File: config.mk
export PLATFORM = sky130hd
export DESIGN_NAME = can_rxstat_irq
export DESIGN_NICKNAME = d
export VERILOG_FILES = /design/src/rtl/can_rxstat_pkg.sv /design/src/rtl/rxline_sync.sv /design/src/rtl/mb_status.sv /design/src/rtl/irq_flags.sv /design/src/rtl/can_rxstat_irq.sv
export SDC_FILE = /design/constraint.sdc
export NUM_CORES = 1
export LEC_CHECK = 0
export ABC_AREA = 1
export BUFFER_PORTS_ARGS = -buffer_cell sky130_fd_sc_hd__buf_4
export CAP_MARGIN = 20
export CORE_MARGIN = 8
export CORE_UTILIZATION = 45
export DETAILED_ROUTE_END_ITERATION = 7
export HOLD_SLACK_MARGIN = 0.02
export PLACE_DENSITY = 0.69
export SYNTH_ARGS = -nofsm -noshare
export SYNTH_HDL_FRONTEND = slang
export SYNTH_SLANG_ARGS = --single-unit
export TNS_END_PERCENT = 1
File: constraint.sdc
create_clock -name clk -period 1.5 [get_ports clk]
set_clock_uncertainty 0.15 [all_clocks]
set_input_delay 0.075 -clock clk [delete_from_list [all_inputs] [get_ports clk]]
set_output_delay 0.075 -clock clk [all_outputs]
set_load 0.05 [all_outputs]
File: src/rtl/can_rxstat_pkg.sv
package can_rxstat_pkg;
   localparam int REG_W    = 16;
   localparam int OVR_BIT  = 9;
   localparam int WAKE_BIT = 12;

   typedef enum logic [2:0] {
      SEL_RXPEND = 3'd0,
      SEL_RFPEND = 3'd1,
      SEL_UNREAD = 3'd2,
      SEL_MBMASK = 3'd3,
      SEL_NMC    = 3'd4,
      SEL_IRR    = 3'd5,
      SEL_IMR    = 3'd6,
      SEL_NONE   = 3'd7
   } wr_sel_e;
endpackage

File: src/rtl/rxline_sync.sv
module rxline_sync #(
   parameter int STAGES = 2
) (
   input  logic clk,
   input  logic rst_n,
   input  logic din,
   output logic dout
);
   generate
      if (STAGES < 2) begin : g_bad
         $error("rxline_sync: STAGES must be at least 2");
      end
   endgenerate

   logic [STAGES-1:0] sh;

   always_ff @(posedge clk or negedge rst_n) begin
      if (!rst_n) sh <= '1;
      else        sh <= {sh[STAGES-2:0], din};
   end

   assign dout = sh[STAGES-1];
endmodule

File: src/rtl/mb_status.sv
module mb_status
   import can_rxstat_pkg::*;
#(
   parameter int NUM_MB = 16,
   localparam int MBW = $clog2(NUM_MB)
) (
   input  logic              clk,
   input  logic              rst_n,
   input  logic              rx_done,
   input  logic [MBW-1:0]    rx_mb,
   input  logic              rx_remote,
   input  logic              wr_en,
   input  logic [2:0]        wr_sel,
   input  logic [NUM_MB-1:0] wr_data,
   output logic [NUM_MB-1:0] rx_pend,
   output logic [NUM_MB-1:0] rfp_pend,
   output logic [NUM_MB-1:0] unread,
   output logic [NUM_MB-1:0] mb_mask,
   output logic [NUM_MB-1:0] nmc_ctl,
   output logic              rx_store,
   output logic              rx_discard,
   output logic              ovr_evt,
   output logic              ovr_hold
);
   logic wr_rxp, wr_rfp, wr_unr, wr_msk, wr_nmc;
   logic [NUM_MB-1:0] hit, coll, keep, ovr_set;

   assign wr_rxp = wr_en && (wr_sel == SEL_RXPEND);
   assign wr_rfp = wr_en && (wr_sel == SEL_RFPEND);
   assign wr_unr = wr_en && (wr_sel == SEL_UNREAD);
   assign wr_msk = wr_en && (wr_sel == SEL_MBMASK);
   assign wr_nmc = wr_en && (wr_sel == SEL_NMC);

   genvar g;
   generate
      for (g = 0; g < NUM_MB; g++) begin : g_mb
         assign hit[g]     = rx_done && (rx_mb == MBW'(g));
         assign coll[g]    = hit[g] && (rx_pend[g] || rfp_pend[g]);
         assign keep[g]    = hit[g] && !(coll[g] && !nmc_ctl[g]);
         assign ovr_set[g] = coll[g] && !mb_mask[g];

         always_ff @(posedge clk or negedge rst_n) begin
            if (!rst_n) begin
               rx_pend[g]  <= 1'b0;
               rfp_pend[g] <= 1'b0;
               unread[g]   <= 1'b0;
               mb_mask[g]  <= 1'b0;
               nmc_ctl[g]  <= 1'b0;
            end else begin
               rx_pend[g]  <= (rx_pend[g]  && !(wr_rxp && wr_data[g])) || (keep[g] && !rx_remote);
               rfp_pend[g] <= (rfp_pend[g] && !(wr_rfp && wr_data[g])) || (keep[g] &&  rx_remote);
               unread[g]   <= (unread[g]   && !(wr_unr && wr_data[g])) || ovr_set[g];
               if (wr_msk) mb_mask[g] <= wr_data[g];
               if (wr_nmc) nmc_ctl[g] <= wr_data[g];
            end
         end
      end
   endgenerate

   assign rx_discard = |(coll & ~nmc_ctl);
   assign rx_store   = rx_done && !rx_discard;
   assign ovr_evt    = |ovr_set;
   assign ovr_hold   = |(unread & ~mb_mask);
endmodule

File: src/rtl/irq_flags.sv
module irq_flags
   import can_rxstat_pkg::*;
(
   input  logic             clk,
   input  logic             rst_n,
   input  logic             ovr_evt,
   input  logic             ovr_hold,
   input  logic             sleep_mode,
   input  logic             line_sync,
   input  logic             wr_irr,
   input  logic             wr_imr,
   input  logic             d_ovr,
   input  logic             d_wake,
   output logic [REG_W-1:0] irr,
   output logic [REG_W-1:0] irq_mask,
   output logic             irq
);
   logic ovr_q, wake_q, en_ovr_n, en_wake_n;

   always_ff @(posedge clk or negedge rst_n) begin
      if (!rst_n) begin
         ovr_q     <= 1'b0;
         wake_q    <= 1'b0;
         en_ovr_n  <= 1'b1;
         en_wake_n <= 1'b1;
      end else begin
         ovr_q  <= ovr_evt || (ovr_q && ovr_hold);
         wake_q <= (sleep_mode && !line_sync) || (wake_q && !(wr_irr && d_wake));
         if (wr_imr) begin
            en_ovr_n  <= d_ovr;
            en_wake_n <= d_wake;
         end
      end
   end

   always_comb begin
      irr                = '0;
      irr[OVR_BIT]       = ovr_q;
      irr[WAKE_BIT]      = wake_q;
      irq_mask           = '0;
      irq_mask[OVR_BIT]  = en_ovr_n;
      irq_mask[WAKE_BIT] = en_wake_n;
   end

   assign irq = (ovr_q && !en_ovr_n) || (wake_q && !en_wake_n);
endmodule

File: src/rtl/can_rxstat_irq.sv
module can_rxstat_irq
   import can_rxstat_pkg::*;
#(
   parameter int NUM_MB      = 16,
   parameter int SYNC_STAGES = 2,
   localparam int MBW = $clog2(NUM_MB)
) (
   input  logic              clk,
   input  logic              rst_n,
   input  logic              rx_done,
   input  logic [MBW-1:0]    rx_mb,
   input  logic              rx_remote,
   input  logic              sleep_mode,
   input  logic              can_rx,
   input  logic              wr_en,
   input  logic [2:0]        wr_sel,
   input  logic [REG_W-1:0]  wr_data,
   output logic [NUM_MB-1:0] rx_pend,
   output logic [NUM_MB-1:0] rfp_pend,
   output logic [NUM_MB-1:0] unread,
   output logic [NUM_MB-1:0] mb_mask,
   output logic [NUM_MB-1:0] nmc_ctl,
   output logic [REG_W-1:0]  irr,
   output logic [REG_W-1:0]  irq_mask,
   output logic              rx_store,
   output logic              rx_discard,
   output logic              irq
);
   generate
      if (NUM_MB < 2 || NUM_MB > REG_W || (1 << MBW) != NUM_MB) begin : g_bad
         $error("can_rxstat_irq: NUM_MB must be a power of two between 2 and REG_W");
      end
   endgenerate

   logic line_sync, ovr_evt, ovr_hold;

   rxline_sync #(.STAGES(SYNC_STAGES)) u_sync (
      .clk(clk), .rst_n(rst_n), .din(can_rx), .dout(line_sync)
   );

   mb_status #(.NUM_MB(NUM_MB)) u_mb (
      .clk(clk), .rst_n(rst_n),
      .rx_done(rx_done), .rx_mb(rx_mb), .rx_remote(rx_remote),
      .wr_en(wr_en), .wr_sel(wr_sel), .wr_data(wr_data[NUM_MB-1:0]),
      .rx_pend(rx_pend), .rfp_pend(rfp_pend), .unread(unread),
      .mb_mask(mb_mask), .nmc_ctl(nmc_ctl),
      .rx_store(rx_store), .rx_discard(rx_discard),
      .ovr_evt(ovr_evt), .ovr_hold(ovr_hold)
   );

   irq_flags u_flags (
      .clk(clk), .rst_n(rst_n),
      .ovr_evt(ovr_evt), .ovr_hold(ovr_hold),
      .sleep_mode(sleep_mode), .line_sync(line_sync),
      .wr_irr(wr_en && (wr_sel == SEL_IRR)),
      .wr_imr(wr_en && (wr_sel == SEL_IMR)),
      .d_ovr(wr_data[OVR_BIT]), .d_wake(wr_data[WAKE_BIT]),
      .irr(irr), .irq_mask(irq_mask), .irq(irq)
   );
endmodule

# Yosys cells after proc, flatten, opt, wreduce, memory -nomap -nowiden
# Index checks and enable logic that the tools add are counted.
# op_classes
eq_ne	21
bitwise	4
reduce_logical	396
# op_table
op	count
logical AND 1 bit	222
zero test 1 bit	102
logical OR 1 bit	67
OR reduction 16 bit	3
bitwise AND 16 bit	2
== test 4 bit (second input constant)	8
NOT 16 bit	2
== test 4 x 3 -> 1 bit (second input constant)	4
== test 3 bit (second input constant)	3
== test 4 x 2 -> 1 bit (second input constant)	2
== test 3 x 2 -> 1 bit (second input constant)	2
== test 4 x 1 -> 1 bit (second input constant)	1
zero test 4 bit	1
== test 3 x 1 -> 1 bit (second input constant)	1
zero test 3 bit	1
# word_totals
register_bits	86
in_bits	30
output_inout_bits	115
word_cells	506

# Longest topological paths before layout
# Gate-level depths: netlist of the first run.
# logic_depth
word_depth	8
mapped_depth	9
mapped_depth_nobuf	9

# Cells and area by module
# Synthesis of the first run repeated with hierarchy kept, for this count alone.
# unflattened
cells_unflattened	504
hier_area_um2	4192.8
# by_module_without_submodules
mod	n_inst	cells_each	area_per_inst_um2	seq_area_each_um2
mb_status	1	441	3701.0	2001.9
irq_flags	1	54	412.9	102.6
rxline_sync	1	2	52.6	52.6
can_rxstat_irq	1	7	26.3	0.0

# Worst setup path after synthesis of the first run
# OpenSTA, ideal clock, no wires.
# synth_timing
path_kind	register -> output
from	register u_mb.rfp_pend[15]
to	output port rx_store
arrival_ns	1.913
t_required_ns	1.275
setup_slack_ns	-0.638
path_stages_with_launch	7
path_buffers	0
cell_sequence	dfrtp_1 > or2_2 > nand3_1 > nand2_1 > nor2_1 > nand2_1 > nor3_2
# synth_via
elab_chain_cells	6
# synth_rtl
element	line	text
start: declaration	mb_status.sv:16	output logic [NUM_MB-1:0] rfp_pend,
start signal: indexed assignment	mb_status.sv:51	rfp_pend[g] <= (rfp_pend[g] && !(wr_rfp && wr_data[g])) || (keep[g] && rx_remote);
logical OR 1 bit	mb_status.sv:38	assign coll[g] = hit[g] && (rx_pend[g] || rfp_pend[g]);
logical AND 1 bit	mb_status.sv:38	
bitwise AND 16 bit	mb_status.sv:60	assign rx_discard = |(coll & ~nmc_ctl);
OR reduction 16 bit	mb_status.sv:60	
zero test 1 bit	mb_status.sv:61	assign rx_store = rx_done && !rx_discard;
logical AND 1 bit	mb_status.sv:61	
end: declaration	can_rxstat_irq.sv:25	output logic rx_store,
# No other way between the ends.

# Worst setup path in the final report of the first run
# layout_timing
from	register u_mb.rfp_pend[2]
to	output port rx_store
# The elaborated chain is that of the path after synthesis.

==> out/metrics.csv, run 1 <==
stage,metric,value,unit
status,status,"complete, but fails checks",
status,failing checks,negative setup slack,
global_route,first-pass GRT wire length,23100,um
final_layout,cell area after layout,6370,um^2
sta,Hold Worst Slack,0.0611,ns
sta,period utilization,1.39,
logic_synthesis,post-synthesis register bit count,86,
die,row count,35,
logic_synthesis,synthesized area,4160,um^2
flow_run,MaxCap Viol Count,0,
critical_path,Reg2Reg Capture Point,u_mb.rx_pend[9],
final_layout,Layout area overhead,52.9,%
critical_path,WP data arrival,1.86,ns
power_and_ir_drop,leak pwr,3.33,nW
die,Core Region,9110,um^2
global_route,largest net degree at the start of global routing,87,
worst_hold_path,hold-critical path endpoint,u_mb.rx_pend[12],
critical_path,CP Max Fanout,2,
die,initial core utilization,0.457,
logic_synthesis,synth top area cells,"dfrtp_1, o21ai_0, nand2_1",
final_layout,"commonest non-fill, non-tap cell in the layout",buf_4,
critical_path,FF-to-FF setup slack,-0.47,ns
worst_hold_path,Hold Crit Depth,4,
final_layout,ANT cells,0,
route,total number of vias,4374,
power_and_ir_drop,Clock Power Share,0.190,
clock_network,Root Driver,clkbuf_8,
route,router iterations before antenna repair,7,
power_and_ir_drop,Peak supply drop,920,uV
route,initial DRC count,229,
route,via density per instance,5.11,
global_route,GRT Total Usage,0.229,
logic_synthesis,synth unique cells,20,
sta,final max-slew violation count,0,
logic_synthesis,post-synth top area cell,dfrtp_1,
power_and_ir_drop,Psw,4.28,mW
placed_design,Post-DP Area,5640,um^2
sta,RSZ-0062 raised after global routing,yes,
critical_path,WS Path Type,reg2out,
route,WL met2,6880,um
sta,min cycle time layout,2.09,ns
final_layout,share of layout cells above drive strength 1,0.396,
critical_path,Crit path required time,1.27,ns
global_route,antenna violations before repair,0,
sta,setup_tns,-2.85,ns
clock_network,CTS tree,built,
sta,FMAX,480,MHz
power_and_ir_drop,Internal,5.30,mW
power_and_ir_drop,Power Dens Cells,1500,nW/um^2
route,Met1 Wirelength,6020,um
placed_design,gpl congestion,0.849,
power_and_ir_drop,Logic pwr share,0.476,
route,Antenna Nets Post-Route,0,
clock_network,clock sink count,86,
die,Die H,112,um
sta,# setup viols final,6,
sta,worst setup margin,-0.585,ns
logic_synthesis,share of Yosys cell area claimed by the top area cell type,0.493,
global_route,grt ovf,0,
logic_synthesis,Syn Area/Cell,8.16,um^2
worst_hold_path,Worst Hold Class,in2reg,
die,die area,12600,um^2
sta,final hold vios,0,
final_layout,"commonest non-fill, non-tap cells in the layout","buf_4, nand2_1, o21ai_0",
clock_network,H-tree lvl count,3,
power_and_ir_drop,sw frac,0.447,
power_and_ir_drop,sequential power share,0.334,
die,io pins,145,
route,routed length on met3,1240,um
clock_network,CTS Buf Count,9,
clock_network,Clock Latency Late Sink,0.37,ns
logic_synthesis,"Seq/Total Area, Yosys",0.518,
route,routed length per instance,16.9,um
logic_synthesis,synth warn,0,
critical_path,Worst setup SP type,flop,
placed_design,DP Wirelength,10400,um
clock_network,CTS Buffer Depth,2,
placed_design,Buffers on Ports,116,
logic_synthesis,Post-Synthesis Cells,510,
critical_path,Crit. End Element,output port,
route,Total Wirelength,14500,um
clock_network,"Reg clk slew, reported paths",0.09,ns
critical_path,FF-to-FF Start,u_mb.nmc_ctl[9],
die,Die X,112,um
route,top sig layer,met4,
final_layout,Layout Nets,770,
worst_hold_path,hold_sp,wr_data[12],
global_route,vias in the first global route,4593,
critical_path,Worst Reg-to-Reg Cells,11,
route,DRC errors left,0,
worst max-delay path: stages (launching register included):
cell and delay [ns]:
dfrtp_2 0.42, or2_4 0.25, nand3_2 0.08, nand2_1 0.06, nor2_2 0.14, nand2_1 0.11, nor3_4 0.25, buf_6 0.19
flip-flops by register name, summed over array words and instances (netlist names):
register / flops
u_mb.mb_mask: 16
u_mb.nmc_ctl: 16
u_mb.rfp_pend: 16
u_mb.rx_pend: 16
u_mb.unread: 16
u_sync.sh: 2
u_flags.en_ovr_n: 1
u_flags.en_wake_n: 1
u_flags.ovr_q: 1
u_flags.wake_q: 1
metrics by stage:
step	setup WS, ns	instances	power (mW)	util
after floorplan	-0.329	537	6.01	-
after global placement	-0.238	794	7.55	0.619
after detailed placement	-0.275	794	7.64	0.619
after CTS	-0.578	855	9.56	0.693
after global routing	-0.643	856	10.0	0.699
final	-0.585	856	9.58	0.699
synth_stat cells (all sizes together):
| master | n |
|---|---|
| nand3b | 6 |
| dfrtp | 82 |
| or2 | 15 |
| nor2 | 31 |
| o22ai | 2 |
| clkbuf | 11 |
| nand3 | 32 |
| inv | 57 |
| a21oi | 1 |
| dfstp | 4 |
| nor4 | 1 |
| buf | 32 |
| nand4 | 8 |
| conb | 1 |
| nand2 | 112 |
| o21ai | 114 |
| nor3 | 1 |
metal layers:
metal | track usage | vias up
li1 | - | 2062
met1 | 0.275 | 2078
met5 | 0 | -
met2 | 0.386 | 207
met4 | 0.0764 | 0
met3 | 0.0639 | 27
cells by family after synthesis:
| family | share of synthesized area |
|---|---|
| buf+inv | 0.119 |
| flops | 0.518 |
| other cells | 0.000901 |
| compound gates | 0.141 |
| simple gates | 0.221 |
power by group through the flow:
stage               registers, mW  logic (mW)  clock network [mW]
global placement             3.20        4.35                   0
detailed placement           3.23        4.41                   0
CTS                          3.19        4.54                1.83
floorplan                    4.81        1.20                   0
global route                 3.25        4.83                1.93
finish                       3.20        4.56                1.82
layout make-up:
class | count | area (um^2)
fillers | 732 | 2740
flip-flops and latches | 86 | 2190
repair buffers | 235 | 1880
multi-input cells | 351 | 1720
inverters | 57 | 214
well taps | 111 | 139
clock buffers | 9 | 124
clock inverters | 7 | 96.3
repair_timing:
action / in CTS / in global routing
gates resized for setup: 21 / 15
hold endpoints to repair: 167 / 0
setup endpoints to repair: 3 / 9
hold buffers: 25 / 0
setup buffers: 20 / 2
pin swaps: 7 / 7
worst max path at each step:
stage                     slack, ns        to  cells after the start              from
final                         -0.59  rx_store                      7  u_mb.rfp_pend[2]
after global routing          -0.64  rx_store                      7  u_mb.rfp_pend[2]
after CTS                     -0.58  rx_store                      7  u_mb.rfp_pend[5]
after detailed placement      -0.28  rx_store                      7  u_mb.rfp_pend[5]
after global placement        -0.24  rx_store                      7  u_mb.rfp_pend[5]
after floorplan               -0.33  rx_store                      6   u_mb.rx_pend[1]
Note: power is estimated with default switching activity, not from simulation.
==> run 2: changes to the inputs <==
Settings changed: CORE_ASPECT_RATIO set to 0.75, CTS_BUF_LIST set to sky130_fd_sc_hd__clkbuf_4, SLEW_MARGIN set to 20.
==> out/metrics.csv, run 2 (synthesis gave the netlist of run 1 again) <==
stage,metric,value,unit,change
global_route,M1 GR Usage,0.290,,was 0.275
global_route,first-pass GRT wire length,23100,um,about the same
placed_design,Buffers on Ports,116,,unchanged
worst_hold_path,Worst Hold Class,in2reg,,unchanged
status,status,"complete, but fails checks",,unchanged
die,Die H,99.3,um,was 112 um
sta,RSZ-0062 raised after global routing,yes,,unchanged
clock_network,Root Driver,clkbuf_4,,was clkbuf_8
sta,FMAX,472,MHz,was 480 MHz
status,failing checks,negative setup slack,,unchanged
clock_network,CTS Buf Count,9,,unchanged
die,io pins,145,,unchanged
final_layout,"commonest non-fill, non-tap cell in the layout",buf_4,,unchanged
clock_network,Clock Latency Late Sink,0.43,ns,was 0.37 ns
clock_network,H-tree lvl count,3,,unchanged
critical_path,Worst Reg-to-Reg Cells,12,,was 11
sta,setup_tns,-2.52,ns,was -2.85 ns
placed_design,gpl congestion,0.876,,was 0.849
critical_path,crit path cell chain,or2_4 -> nand3_2 -> nand2_2 -> nor2_4 -> buf_4 -> nand4_1 -> buf_6,,was or2_4 -> nand3_2 -> nand2_1 -> nor2_2 -> nand2_1 -> nor3_4 -> buf_6
final_layout,"commonest non-fill, non-tap cells in the layout","buf_4, o21ai_0, nand2_1",,"was buf_4, nand2_1, o21ai_0"
global_route,GRT Max-Usage Layer,met2,,unchanged
placed_design,pre-CTS setup slack,-0.262,ns,was -0.275 ns
global_route,grt met2 use,0.377,,was 0.386
die,Die X,127,um,was 112 um
critical_path,Crit path required time,1.27,ns,about the same
critical_path,Worst setup SP type,flop,,unchanged
final_layout,Layout Nets,768,,was 770
route,router iterations before antenna repair,5,,was 7
clock_network,clock sink count,86,,unchanged
sta,final max-slew violation count,0,,unchanged
sta,worst setup margin,-0.618,ns,was -0.585 ns
route,total number of vias,4373,,was 4374
global_route,antenna violations before repair,0,,unchanged
clock_network,"Reg clk slew, reported paths",0.13,ns,was 0.09 ns
sta,period utilization,1.41,,was 1.39
critical_path,WP data arrival,1.89,ns,was 1.86 ns
route,Total Wirelength,14600,um,was 14500 um
die,row count,30,,was 35
critical_path,Crit. End Element,output port,,unchanged
critical_path,crit path max-delay cell type,dfrtp_2,,unchanged
route,initial DRC count,321,,was 229
critical_path,CP Depth,7,,unchanged
die,die area,12600,um^2,about the same
sta,min cycle time layout,2.12,ns,was 2.09 ns
flow_run,MaxCap Viol Count,0,,unchanged
die,Core Region,9010,um^2,was 9110 um^2
worst_hold_path,Hold Crit Depth,6,,was 4
final_layout,ANT cells,0,,unchanged
power_and_ir_drop,Power Dens Cells,1470,nW/um^2,was 1500 nW/um^2
power_and_ir_drop,Peak supply drop,871,uV,was 920 uV
die,initial core utilization,0.462,,was 0.457
global_route,grt ovf,0,,unchanged
global_route,largest net degree at the start of global routing,35,,was 87
critical_path,WS Path Type,reg2out,,unchanged
route,routed length per instance,17.0,um,was 16.9 um
critical_path,"slowest stage delay, CP",0.43,ns,was 0.42 ns
sta,final hold vios,0,,unchanged
global_route,vias in the first global route,4483,,was 4593
critical_path,worst path bufs/invs,2,,was 1
route,via density per instance,5.11,,about the same
final_layout,Layout area overhead,52.4,%,was 52.9%
power_and_ir_drop,leak pwr,3.32,nW,was 3.33 nW
critical_path,"delay-heaviest family, CP",simple AND/OR/NAND/NOR gates,,unchanged
global_route,GR met3 Demand/Resource,0.0663,,was 0.0639
critical_path,CP Max Fanout,2,,unchanged
placed_design,DP Wirelength,10700,um,was 10400 um
final_layout,fill count,711,,was 732
final_layout,share of layout cells above drive strength 1,0.397,,was 0.396
global_route,GRT Total Usage,0.229,,about the same
route,DRC errors left,0,,unchanged
sta,# setup viols final,5,,was 6
clock_network,CTS Buffer Depth,2,,unchanged
route,Antenna Nets Post-Route,0,,unchanged
clock_network,CTS tree,built,,unchanged
==> run 2: cell types whose count changed in the layout (fill, tap and decap cells not counted), sizes merged <==
cell,before,now
clkbuf,9,12
inv,58,57
buf,210,203
dlygate4sd3,25,29
clkinv,4,1
dlymetal6s4s,0,1
clkinvlp,0,1
==> run 2: worst reg2reg max path, cell delays in order, from the launching register on <==
cell and delay (ns):
dfrtp_1 0.42, nand3b_1 0.21, buf_4 0.16, buf_4 0.12, buf_4 0.12, buf_4 0.12, buf_4 0.12, buf_4 0.12
buf_4 0.12, buf_4 0.13, buf_6 0.11, nand2_4 0.07, o21ai_2 0.05
==> run 2: area by class of cell <==
cell class	instances	area (um^2)	share of cell area
multi-input combinational	351	1750	0.275
timing repair buffer	233	1890	0.297
sequential	86	2190	0.346
clock inverter	4	71.3	0.0112
tap	112	140	0.0221
clock buffer	12	90.1	0.0142
inverter	57	214	0.0337
==> run 2: report_power, final <==
part | total (mW) | internal, mW | switching, mW
combinational | 4.59 | 1.53 | 3.06
sequential | 3.21 | 2.84 | 0.371
clock | 1.52 | 0.729 | 0.788
==> run 2: path summary, 6_finish.rpt <==
kind | slack, ns | startpoint | endpoint
hold / removal | 0.05 | rx_mb[0] | u_mb.rfp_pend[13]
hold reg to reg | 0.21 | u_sync.sh[0] | u_sync.sh[1]
max in group asynchronous | 0.13 | rst_n | u_sync.sh[0]
setup / recovery | -0.62 | u_mb.rx_pend[12] | rx_discard
min in group asynchronous | 0.47 | rst_n | u_mb.nmc_ctl[15]
setup reg to reg | -0.61 | u_mb.nmc_ctl[3] | u_mb.rfp_pend[3]
==> run 2: per-stage QoR <==
stage | power (mW) | std cells | utilization | hold slack (ns) | instance area, um^2
2_1_floorplan | 6.01 | 537 | - | -0.371 | 4350
3_3_place_gp | 7.56 | 795 | 0.629 | -0.123 | 5660
3_5_place_dp | 7.65 | 795 | 0.629 | -0.124 | 5660
4_1_cts | 9.28 | 856 | 0.698 | 0.0296 | 6290
5_1_grt | 9.74 | 855 | 0.704 | 0.0650 | 6340
6_report | 9.31 | 855 | 0.704 | 0.0451 | 6340
==> run 2: what timing repair did <==
item / CTS / global route
buffers inserted: 15 / 0
hold buffers: 30 / 0
endpoints found under the setup margin: 4 / 11
endpoints found under the hold margin: 170 / 0
resized for setup: 19 / 17
pin swaps: 7 / 7
==> run 2: metal layers <==
metal | vias to the layer above | share of wire
met5 | - | 0
met4 | 0 | 0.014
met3 | 20 | 0.075
met2 | 173 | 0.47
met1 | 2125 | 0.44
li1 | 2055 | -
